File: src/rtl/fsq_pkg.sv
package fsq_pkg;
    localparam int unsigned FLOWS_DEF   = 16;
    localparam int unsigned CLASSES_DEF = 4;
    localparam int unsigned SLOTS_DEF   = 64;

    typedef enum logic {
        RING_EMPTY = 1'b0,
        RING_SEQ   = 1'b1
    } ring_init_e;
endpackage

File: src/rtl/fsq_ring.sv
module fsq_ring #(
    parameter int unsigned          DEPTH = 16,
    parameter int unsigned          W     = 4,
    parameter fsq_pkg::ring_init_e  INIT  = fsq_pkg::RING_EMPTY,
    localparam int unsigned         IW    = (DEPTH > 1) ? $clog2(DEPTH) : 1,
    localparam int unsigned         CW    = $clog2(DEPTH + 1)
) (
    input  logic          clk,
    input  logic          rst_n,
    input  logic          push_a,
    input  logic [W-1:0]  data_a,
    input  logic          push_b,
    input  logic [W-1:0]  data_b,
    input  logic          pop,
    output logic [W-1:0]  head,
    output logic [CW-1:0] count
);
    typedef struct packed {
        logic [DEPTH-1:0][W-1:0] mem;
        logic [IW-1:0]           rd;
        logic [IW-1:0]           wr;
        logic [CW-1:0]           cnt;
    } ring_t;

    ring_t st_d, st_q;

    function automatic ring_t ring_reset();
        ring_t r;
        r = '0;
        if (INIT == fsq_pkg::RING_SEQ) begin
            for (int i = 0; i < DEPTH; i++) r.mem[i] = W'(i);
            r.cnt = CW'(DEPTH);
        end
        return r;
    endfunction

    always_comb begin
        st_d = st_q;
        if (pop) st_d.rd = st_q.rd + IW'(1);
        if (push_a) st_d.mem[st_q.wr] = data_a;
        if (push_b) st_d.mem[st_q.wr + IW'(push_a)] = data_b;
        st_d.wr  = st_q.wr + IW'(push_a) + IW'(push_b);
        st_d.cnt = st_q.cnt + CW'(push_a) + CW'(push_b) - CW'(pop);
    end

    always_ff @(posedge clk) begin
        if (!rst_n) st_q <= ring_reset();
        else        st_q <= st_d;
    end

    assign head  = st_q.mem[st_q.rd];
    assign count = st_q.cnt;
endmodule

File: src/rtl/fsq_pick.sv
module fsq_pick #(
    parameter  int unsigned NCLS  = 4,
    localparam int unsigned CLS_W = (NCLS > 1) ? $clog2(NCLS) : 1
) (
    input  logic [NCLS-1:0]  nonempty,
    output logic             any,
    output logic [CLS_W-1:0] sel
);
    always_comb begin
        any = 1'b0;
        sel = '0;
        for (int c = 0; c < NCLS; c++) begin
            if (nonempty[c]) begin
                any = 1'b1;
                sel = CLS_W'(c);
            end
        end
    end
endmodule

File: src/rtl/fsq_sched.sv
module fsq_sched #(
    parameter  int unsigned NFLOW  = fsq_pkg::FLOWS_DEF,
    parameter  int unsigned NCLS   = fsq_pkg::CLASSES_DEF,
    parameter  int unsigned NPTR   = fsq_pkg::SLOTS_DEF,
    localparam int unsigned FLOW_W = $clog2(NFLOW),
    localparam int unsigned CLS_W  = $clog2(NCLS),
    localparam int unsigned PTR_W  = $clog2(NPTR),
    localparam int unsigned CNT_W  = PTR_W + 1,
    localparam int unsigned PCW    = $clog2(NPTR + 1),
    localparam int unsigned QCW    = $clog2(NFLOW + 1)
) (
    input  logic              clk,
    input  logic              rst_n,
    input  logic              enq_valid_i,
    input  logic [FLOW_W-1:0] enq_flow_i,
    input  logic [CLS_W-1:0]  enq_class_i,
    input  logic              deq_req_i,
    output logic              enq_done_o,
    output logic              enq_err_o,
    output logic [PTR_W-1:0]  enq_ptr_o,
    output logic              deq_valid_o,
    output logic [FLOW_W-1:0] deq_flow_o,
    output logic [CLS_W-1:0]  deq_class_o,
    output logic [PTR_W-1:0]  deq_ptr_o
);
    typedef struct packed {
        logic [NFLOW-1:0][PTR_W-1:0] head;
        logic [NFLOW-1:0][PTR_W-1:0] tail;
        logic [NFLOW-1:0][CNT_W-1:0] wcnt;
        logic [NFLOW-1:0][CNT_W-1:0] rcnt;
        logic [NFLOW-1:0][CLS_W-1:0] cls;
        logic [NPTR-1:0][PTR_W-1:0]  link;
        logic                        enq_done;
        logic                        enq_err;
        logic [PTR_W-1:0]            enq_ptr;
        logic                        deq_valid;
        logic [FLOW_W-1:0]           deq_flow;
        logic [CLS_W-1:0]            deq_cls;
        logic [PTR_W-1:0]            deq_ptr;
    } sched_t;

    sched_t st_d, st_q;

    // class rings and pool
    logic [NCLS-1:0]   qpush_a, qpush_b, qpop, qne;
    logic [FLOW_W-1:0] qhead [NCLS];
    logic [QCW-1:0]    qcnt  [NCLS];
    logic [PTR_W-1:0]  pool_head;
    logic [PCW-1:0]    pool_cnt;
    logic              pick_any;
    logic [CLS_W-1:0]  pick_sel;

    // per-cycle decisions
    logic              enq_ok, enq_idle, deq_ok, deq_more;
    logic [FLOW_W-1:0] deq_fid;
    logic [PTR_W-1:0]  rel_ptr;

    for (genvar c = 0; c < NCLS; c++) begin : g_cls
        fsq_ring #(
            .DEPTH (NFLOW),
            .W     (FLOW_W),
            .INIT  (fsq_pkg::RING_EMPTY)
        ) u_q (
            .clk    (clk),
            .rst_n  (rst_n),
            .push_a (qpush_a[c]),
            .data_a (enq_flow_i),
            .push_b (qpush_b[c]),
            .data_b (deq_fid),
            .pop    (qpop[c]),
            .head   (qhead[c]),
            .count  (qcnt[c])
        );
        assign qne[c] = (qcnt[c] != '0);
    end

    fsq_ring #(
        .DEPTH (NPTR),
        .W     (PTR_W),
        .INIT  (fsq_pkg::RING_SEQ)
    ) u_pool (
        .clk    (clk),
        .rst_n  (rst_n),
        .push_a (deq_ok),
        .data_a (rel_ptr),
        .push_b (1'b0),
        .data_b ('0),
        .pop    (enq_ok),
        .head   (pool_head),
        .count  (pool_cnt)
    );

    fsq_pick #(.NCLS(NCLS)) u_pick (
        .nonempty (qne),
        .any      (pick_any),
        .sel      (pick_sel)
    );

    always_comb begin
        st_d      = st_q;
        qpush_a   = '0;
        qpush_b   = '0;
        qpop      = '0;
        enq_idle  = 1'b0;
        deq_more  = 1'b0;
        st_d.enq_done  = 1'b0;
        st_d.deq_valid = 1'b0;

        // enqueue first, so a same-cycle dequeue sees the new packet
        enq_ok       = enq_valid_i && (pool_cnt != '0);
        st_d.enq_err = enq_valid_i && !enq_ok;
        if (enq_ok) begin
            enq_idle = (st_q.wcnt[enq_flow_i] - st_q.rcnt[enq_flow_i]) == '0;
            st_d.enq_done = 1'b1;
            st_d.enq_ptr  = pool_head;
            if (enq_idle) begin
                st_d.head[enq_flow_i] = pool_head;
                st_d.cls[enq_flow_i]  = enq_class_i;
                qpush_a[enq_class_i]  = 1'b1;
            end else begin
                st_d.link[st_q.tail[enq_flow_i]] = pool_head;
            end
            st_d.tail[enq_flow_i] = pool_head;
            st_d.wcnt[enq_flow_i] = st_q.wcnt[enq_flow_i] + CNT_W'(1);
        end

        // dequeue from the highest non-empty class
        deq_ok  = deq_req_i && pick_any;
        deq_fid = qhead[pick_sel];
        rel_ptr = st_q.head[deq_fid];
        if (deq_ok) begin
            qpop[pick_sel]     = 1'b1;
            st_d.deq_valid     = 1'b1;
            st_d.deq_flow      = deq_fid;
            st_d.deq_cls       = pick_sel;
            st_d.deq_ptr       = rel_ptr;
            st_d.rcnt[deq_fid] = st_q.rcnt[deq_fid] + CNT_W'(1);
            deq_more = (st_d.wcnt[deq_fid] - st_d.rcnt[deq_fid]) != '0;
            if (deq_more) begin
                qpush_b[pick_sel] = 1'b1;
                if (enq_ok && enq_flow_i == deq_fid
                    && st_q.head[deq_fid] == st_q.tail[deq_fid])
                    st_d.head[deq_fid] = pool_head;
                else
                    st_d.head[deq_fid] = st_q.link[rel_ptr];
            end
        end
    end

    always_ff @(posedge clk) begin
        if (!rst_n) st_q <= '0;
        else        st_q <= st_d;
    end

    assign enq_done_o  = st_q.enq_done;
    assign enq_err_o   = st_q.enq_err;
    assign enq_ptr_o   = st_q.enq_ptr;
    assign deq_valid_o = st_q.deq_valid;
    assign deq_flow_o  = st_q.deq_flow;
    assign deq_class_o = st_q.deq_cls;
    assign deq_ptr_o   = st_q.deq_ptr;
endmodule

File: config.mk
export PLATFORM = sky130hd
export DESIGN_NAME = fsq_sched
export DESIGN_NICKNAME = d
export VERILOG_FILES = /design/src/rtl/fsq_pkg.sv /design/src/rtl/fsq_ring.sv /design/src/rtl/fsq_pick.sv /design/src/rtl/fsq_sched.sv
export SDC_FILE = /design/constraint.sdc
export NUM_CORES = 2
export LEC_CHECK = 0
export BUFFER_PORTS_ARGS = -buffer_cell sky130_fd_sc_hd__buf_2
export CAP_MARGIN = 20
export CORE_MARGIN = 4
export CORE_UTILIZATION = 52
export CTS_BUF_LIST = sky130_fd_sc_hd__clkbuf_2 sky130_fd_sc_hd__clkbuf_4 sky130_fd_sc_hd__clkbuf_8
export DETAILED_ROUTE_END_ITERATION = 8
export GPL_TIMING_DRIVEN = 0
export PLACE_DENSITY = 0.7
export SYNTH_ARGS = -nofsm -noshare
export SYNTH_HDL_FRONTEND = slang
export SYNTH_SLANG_ARGS = --single-unit
File: constraint.sdc
create_clock -name clk -period 9.2 [get_ports clk]
set_clock_uncertainty 0.05 [all_clocks]
set_input_delay 0.46 -clock clk [delete_from_list [all_inputs] [get_ports clk]]
set_output_delay 0.46 -clock clk [all_outputs]
set_load 0.05 [all_outputs]
# == After elaboration in Yosys (flattened, before gate mapping) ==
# Index checks and enable logic that the tools add are counted.
# op_classes
shift,0
n_bitwise,2
n_lt_le_gt_ge,35
reduce_logical,28
n_mul,0
n_eq_ne,2
n_div,0
add_sub_neg,32
mux,106
# ops
operator,n
384-bit bitwise mux,2
64-bit bitwise mux,8
64-bit 2-to-1 mux,8
96-bit bitwise mux,4
96-bit 2-to-1 mux,4
304-bit 2-to-1 mux,1
112-bit bitwise mux,2
7-bit binary-select mux with 4-bit select,5
4-bit demux with 4-bit select,8
4-bit 2-to-1 mux,19
6-bit binary-select mux with 4-bit select,3
6-bit binary-select mux with 6-bit select,2
6-bit demux with 6-bit select,2
"4-bit by 5-bit < comparator with 1-bit output, second input constant",14
4-bit binary-select mux with 4-bit select,4
7-bit demux with 4-bit select,2
6-bit 2-to-1 mux,9
7-bit 2-to-1 mux,7
6-bit demux with 4-bit select,2
5-bit by 1-bit adder with 5-bit output,8
"4-bit by 1-bit greater-or-equal comparator with 1-bit output, second input constant",10
4-bit by 1-bit adder with 4-bit output,8
"6-bit by 7-bit < comparator with 1-bit output, second input constant",4
5-bit nonzero test,4
other kinds (26),65
# word_totals
rom_bits,0
mem_count,0
output_inout_bits,21
regBits,1532
latchBits,0
elab_cells,483
in_bits,10
ramBits,0

# == Logic depth before layout (Yosys ltp) ==
# logic_depth
ltp_word,21
depth_mapped,47
depth_no_buf,36

# == Modules after synthesis ==
# A second synthesis with hierarchy kept.
# unflattened
cells_unflattened,9068
hier_area_um2,81659.6
# modules_own_cells
module,n_inst,seq_area_each_um2,cells_each,area_each_um2
fsq_sched,1,16435.8,4913,41929.0
fsq_ring (u_pool),1,8067.7,2413,22261.4
fsq_ring (g_cls[0].u_q ...),3,1541.5,424,4334.2
fsq_ring (g_cls[3].u_q),1,1541.5,466,4443.0
fsq_pick,1,0.0,4,23.8

# == Worst setup path before layout ==
# No wires, ideal clock.
# synth_timing
path_kind,reg-to-reg
start,reg g_cls[2].u_q.st_q[10] (netlist name)
end,"reg g_cls[0].u_q.st_q, in the netlist g_cls[0].u_q.count[4]"
n_path_buf,13
setup_ns,0.132
arrival_time_ns,9.025
period_less_slack_ns,9.207
stages_incl_launch_ff,44
required_time_ns,9.018
setup_slack_ns,-0.007
cell_sequence,dfxtp_1 buf_6 mux4_2 mux4_2 nand2_1 and4_1 buf_4 buf_6 buf_6 buf_6 buf_6 buf_4 buf_2 nand2_1 a311oi_1 a31oi_1 mux2i_1 clkbuf_1 [... 8 more ...] o31ai_1 nand4_1 nor4_1 nand2_1 mux2_4 and3_1 buf_2 buf_4 buf_2 nand2_1 ha_1 fa_1 fa_1 inv_1 a21oi_1 nor2_1 or3_1 a21oi_1
# synth_between
elab_chain_len,18
word_cells_on_any_way,24
cone_classes,add/sub: 4; order compare: 2; mux: 16; reduce/logical: 2
# synth_rtl
item,line_no,rtl
from (decl),fsq_ring.sv:25,"ring_t st_d, st_q;"
from (signal assigned),fsq_ring.sv:47,if (!rst_n) st_q <= ring_reset();
from (signal assigned),fsq_ring.sv:48,else st_q <= st_d;
4-bit binary-select mux with 4-bit select (*),fsq_ring.sv:51,assign head = st_q.mem[st_q.rd];
4-bit 2-to-1 mux (not written as such) (*),fsq_ring.sv:51,
4-bit binary-select mux with 2-bit select (*),fsq_sched.sv:129,deq_fid = qhead[pick_sel];
4-bit 2-to-1 mux (not written as such) (*) (2 in a row),fsq_sched.sv:129,
branches (longest 7 deep; another with 7-bit by 1-bit adder with 7-bit output),-,
7-bit subtractor (*),fsq_sched.sv:138,deq_more = (st_d.wcnt[deq_fid] - st_d.rcnt[deq_fid]) != '0;
7-bit nonzero test (*),fsq_sched.sv:138,
4-bit 2-to-1 mux (*),fsq_sched.sv:139,if (deq_more) begin
4-bit 2-to-1 mux (*),fsq_sched.sv:131,if (deq_ok) begin
5-bit by 1-bit adder with 5-bit output (*),fsq_ring.sv:43,st_d.cnt = st_q.cnt + CW'(push_a) + CW'(push_b) - CW'(pop);
5-bit by 1-bit subtractor with 5-bit output (*),fsq_ring.sv:43,
to (signal assigned),fsq_ring.sv:47,
to (signal assigned),fsq_ring.sv:48,
to (decl),fsq_ring.sv:25,
# Mark *: on every way between the ends. The select of a mux whose other input is x is not followed.
# A chain may end at the register's enable or synchronous reset.

# == Worst setup path after layout ==
# layout_timing
start,reg g_cls[2].u_q.st_q[10] (netlist name)
end,"reg g_cls[3].u_q.st_q, in the netlist g_cls[3].u_q.count[4]"
# layout_between
elab_chain_len,18
word_cells_on_any_way,24
cone_classes,add/sub: 4; order compare: 2; mux: 16; reduce/logical: 2
# layout_rtl
item,line_no
4-bit binary-select mux with 4-bit select (*),fsq_ring.sv:51
4-bit 2-to-1 mux (not written as such) (*),fsq_ring.sv:51
4-bit binary-select mux with 2-bit select (*),fsq_sched.sv:129
4-bit 2-to-1 mux (not written as such) (*) (2 in a row),fsq_sched.sv:129
branches (longest 7 deep; another with 7-bit by 1-bit adder with 7-bit output),-
7-bit subtractor (*),fsq_sched.sv:138
7-bit nonzero test (*),fsq_sched.sv:138
4-bit 2-to-1 mux (*),fsq_sched.sv:139
4-bit 2-to-1 mux (*),fsq_sched.sv:131
5-bit by 1-bit adder with 5-bit output (*),fsq_ring.sv:43
5-bit by 1-bit subtractor with 5-bit output (*),fsq_ring.sv:43
to (signal assigned),fsq_ring.sv:47
to (signal assigned),fsq_ring.sv:48
to (decl),fsq_ring.sv:25
# Marked as above.

==> flow_metrics.tcl <==
set metrics [dict create \
    critical_path_class "reg -> reg" \
    drv.max_cap_violation_count 0 \
    initial_utilization_pct 52.5 \
    dieWidth_um 392 \
    run_status "finished with violations" \
    boundaryPins 31 \
    power.ir.vdd_worst_uv 266 \
    portBuffers 25 \
    yosys-mux-area-fraction_pct 17.8 \
    rows 140 \
    postLayoutCellArea_um2 86600 \
    syn_avg_cell_area_um2 8.67 \
    setup-violations-final 4 \
    synth.cell_area_um2 76800 \
    power.leakage_nw 31.5 \
    sequential_cell_area_um2 30700 \
    route.detailed.drc 0 \
    mean_routed_wirelength_per_cell_um 27.5 \
    synth_largest_type_area_fraction_pct 39.9 \
    viasPerCell 6.59 \
    post_synthesis_simple_gate_area_fraction_pct 18.7 \
    grt.total_usage_pct 39.3 \
    postPlaceCellArea_um2 79800 \
    synth_compound_gate_area_share_pct 16.1 \
    worst_r2r_path_depth 39 \
    numnets_final 9303 \
    worstPathMaxFanout 10 \
    grt_max_degree 20 \
    layout_min_cycle_time_ns 9.28 \
    worst_ep_required_time_ns 9.96 \
    ys_async_sr_fraction_pct 0 \
    power_density_nw_per_um2 303 \
    vias_in_the_first_global_route 69800 \
    synth-edff-count 0 \
    layout_setup_ws_ns -0.0843 \
    number_of_drc_violations_after_detailed_routing_iteration_0 11000 \
    synth_fa_ha_area_share_pct 1.31 \
    clkLatencyLatePin_ns 1.03 \
    grt_antenna_before_repair 15 \
    period_share_pct 101 \
    synth_seq_area_share_pct 39.9 \
    rsz_0062_raised_after_global_routing "yes" \
    multi_input_comb_area_um2 42700 \
    synthDistinctLibCells 114 \
    global_route_wire_length_before_repair_um 454000 \
    fp.dieH_um 392 \
    numCtsBuffers 282 \
    critical_path.most_common_cell "buf_6" \
    highest_cell_delay_on_the_worst_timing_path_ns 0.53 \
    worstSetupStartpointType "register" \
    timing_max_transition_violations_final 0 \
    worst_hold_path_type "in -> reg" \
    vias 74800 \
    ys_warn_count 0 \
    cts_h_tree_depth 5 \
    coreArea_um2 146000 \
    postSynthNetCount 8946 \
    dp_cells 10800 \
    layout-drive-gt1-share_pct 13.5 \
    number_of_flip_flops_and_latches_in_the_synthesized_netlist 1532 \
    dominantRegCellSynth "dfxtp_1" \
    globalRouteOverflowTotal 0 \
    dp_hpwl_um 224000 \
    clk_path_buf_depth 4 \
    drt_first_pass_iters 9 \
    combinational_family_with_the_most_area_after_synthesis "simple AND/OR/NAND/NOR gates" \
    synth_cells 8861 \
    slowest_stage "mux4_2" \
    final_cells 11300 \
    dp_worst_setup_slack_ns -4.34 \
    synth.largest_area_cell "dfxtp_1" \
    clock_transition_at_the_registers_of_the_reported_paths_ns 0.06 \
    hold_viol 0 \
    cp_data_arrival_time_ns 10.05 \
    post_synth_xor_area_fraction_pct 1.06 \
    failed_checks "negative setup slack" \
    ant_nets 0 \
    fin_worst_hold_slack_ns 0.0611 \
    most_area_consuming_cells_after_synthesis "dfxtp_1 (40%), mux2i_1 (8.8%), mux4_2 (8.4%), nor2_1 (7.9%), nand2_1 (5.5%)" \
    final.fill_count 12800 \
    hold_path_depth 6 \
    crit_path_end_kind "register" \
    tightest_slew_ns 1.27 \
    max_slew_margin_pct 15.3 \
    syn2layout_area_growth_pct 12.8 \
    routed_wl_um 312000 \
    total_number_of_clock_tree_sinks 1532 \
    ctsRootBufferMaster "clkbuf_8" \
    gpl.final_weighted_congestion 1.06 \
    tritoncts "yes" \
    fmax_mhz 108 \
    floorplan_die_area_um2 154000 \
    setup_tns_ns -0.196 \
]
## power breakdown
group          switching (mW)  total [mW]  internal, mW
Combinational            8.95        12.2          3.25
Clock                    2.99        6.89          3.90
Sequential              0.243        7.16          6.92
## what timing repair did
action                                  4_1_cts  5_1_grt
gates cloned                                  1        0
endpoints found under the hold margin         2        0
pin swaps                                    10        6
resized for setup                           181       76
endpoints found under the setup margin      388      265
buffers inserted                             17        3
hold buffers                                  2        0
## sequential cells by signal, summed over array words and instances (netlist names)
name             cells
st_q               800
deq_valid_o          1
u_pool.st_q        396
enq_err_o            1
u_pool.count         7
g_cls.u_q.count     20
g_cls.u_q.st_q     288
enq_done_o           1
enq_ptr_o            6
deq_ptr_o            6
deq_flow_o           4
deq_class_o          2
## critical path, delay by kind of cell (launching register included)
kind	cells	cell delay, ns
adder cells (fa/ha/maj)	4	1.38
multiplexers	3	0.87
AO/OA/AOI/OAI	8	1.27
flip-flops	1	0.40
buffers and inverters	12	2.87
AND/OR/NAND/NOR	12	2.20
## through the flow
stage / power (mW) / utilization (%)
6_report: 26.3 / 59.2
5_1_grt: 26.6 / 59.2
4_1_cts: 25.4 / 59.0
3_5_place_dp: 18.3 / 54.6
3_3_place_gp: 18.1 / 54.2
2_1_floorplan: 13.8 / -
## layout make-up
class | count | share of cell area, %
multi-input cells | 6410 | 49.3
flip-flops and latches | 1532 | 35.4
clock buffers | 444 | 6.38
plain buffers | 825 | 4.50
well taps | 1917 | 2.77
repair buffers | 89 | 0.952
inverters | 78 | 0.339
clock inverters | 33 | 0.316
diodes | 14 | 0.0404
## metal layers
metal	vias to the layer above	routed length (um)	track usage, %	part of all wire (%)
met2	5455	131000	57.8	42
met3	1488	39900	11.1	13
met5	-	55	0	0.018
met1	35600	117000	50.2	37
met4	8	25000	26.3	8.0
li1	32200	-	-	-
## cell families (layout without fill, tap and decap cells)
group / Yosys count / count (layout)
XOR/XNOR: 91 / 91
AND/OR/NAND/NOR: 3412 / 3412
AO/OA/AOI/OAI: 1833 / 1833
multiplexers: 999 / 999
other: 0 / 14
adder cells (fa/ha/maj): 75 / 75
buffers and inverters: 919 / 1469
flip-flops: 1532 / 1532
## cells in the mapped netlist (all sizes together), types with 43 or more instances
cell / number
o311a: 81
o21ai: 181
nand4: 95
xnor2: 55
mux4: 288
nand3: 172
ha: 66
a21oi: 705
clkbuf: 613
dfxtp: 1532
and2: 44
a211oi: 420
mux2i: 679
nor2: 1633
a32oi: 43
buf: 228
nor3: 110
inv: 75
o211ai: 210
nand2: 1130
## placed cells by master, fill, tap and decap left out, types with 19 or more instances in the layout
cell type / count
buf_6: 40
mux4_2: 287
xor2_1: 33
ha_1: 65
buf_2: 86
a32oi_1: 43
nor2b_1: 24
mux2i_1: 672
buf_8: 20
dfxtp_1: 1528
o21ai_1: 21
and2_1: 42
nand4_1: 95
clkinv_2: 27
clkbuf_8: 354
inv_1: 70
a211oi_1: 364
o311a_1: 81
nor4_1: 28
and3_1: 30
o2111ai_1: 19
a211oi_2: 51
xnor2_1: 51
mux2_2: 30
clkbuf_4: 111
o21ai_0: 158
clkbuf_1: 558
or2_2: 19
a31oi_1: 20
clkbuf_2: 27
nand2_1: 1122
buf_4: 73
nand3_1: 169
nor2_1: 1616
or3_1: 22
buf_1: 75
nor3_1: 103
o211ai_1: 207
a21oi_1: 704
nand2b_1: 23
## worst paths after layout
check | startpoint | end | slack [ns]
max | g_cls[2].u_q.st_q[10] | g_cls[3].u_q.count[4] | -0.08
min | enq_class_i[0] | g_cls[3].u_q.count[0] | 0.06
max reg2reg | g_cls[2].u_q.st_q[10] | g_cls[3].u_q.count[4] | -0.08
min reg2reg | u_pool.st_q[124] | u_pool.st_q[124] | 0.41
(Power assumes the default switching activity.)
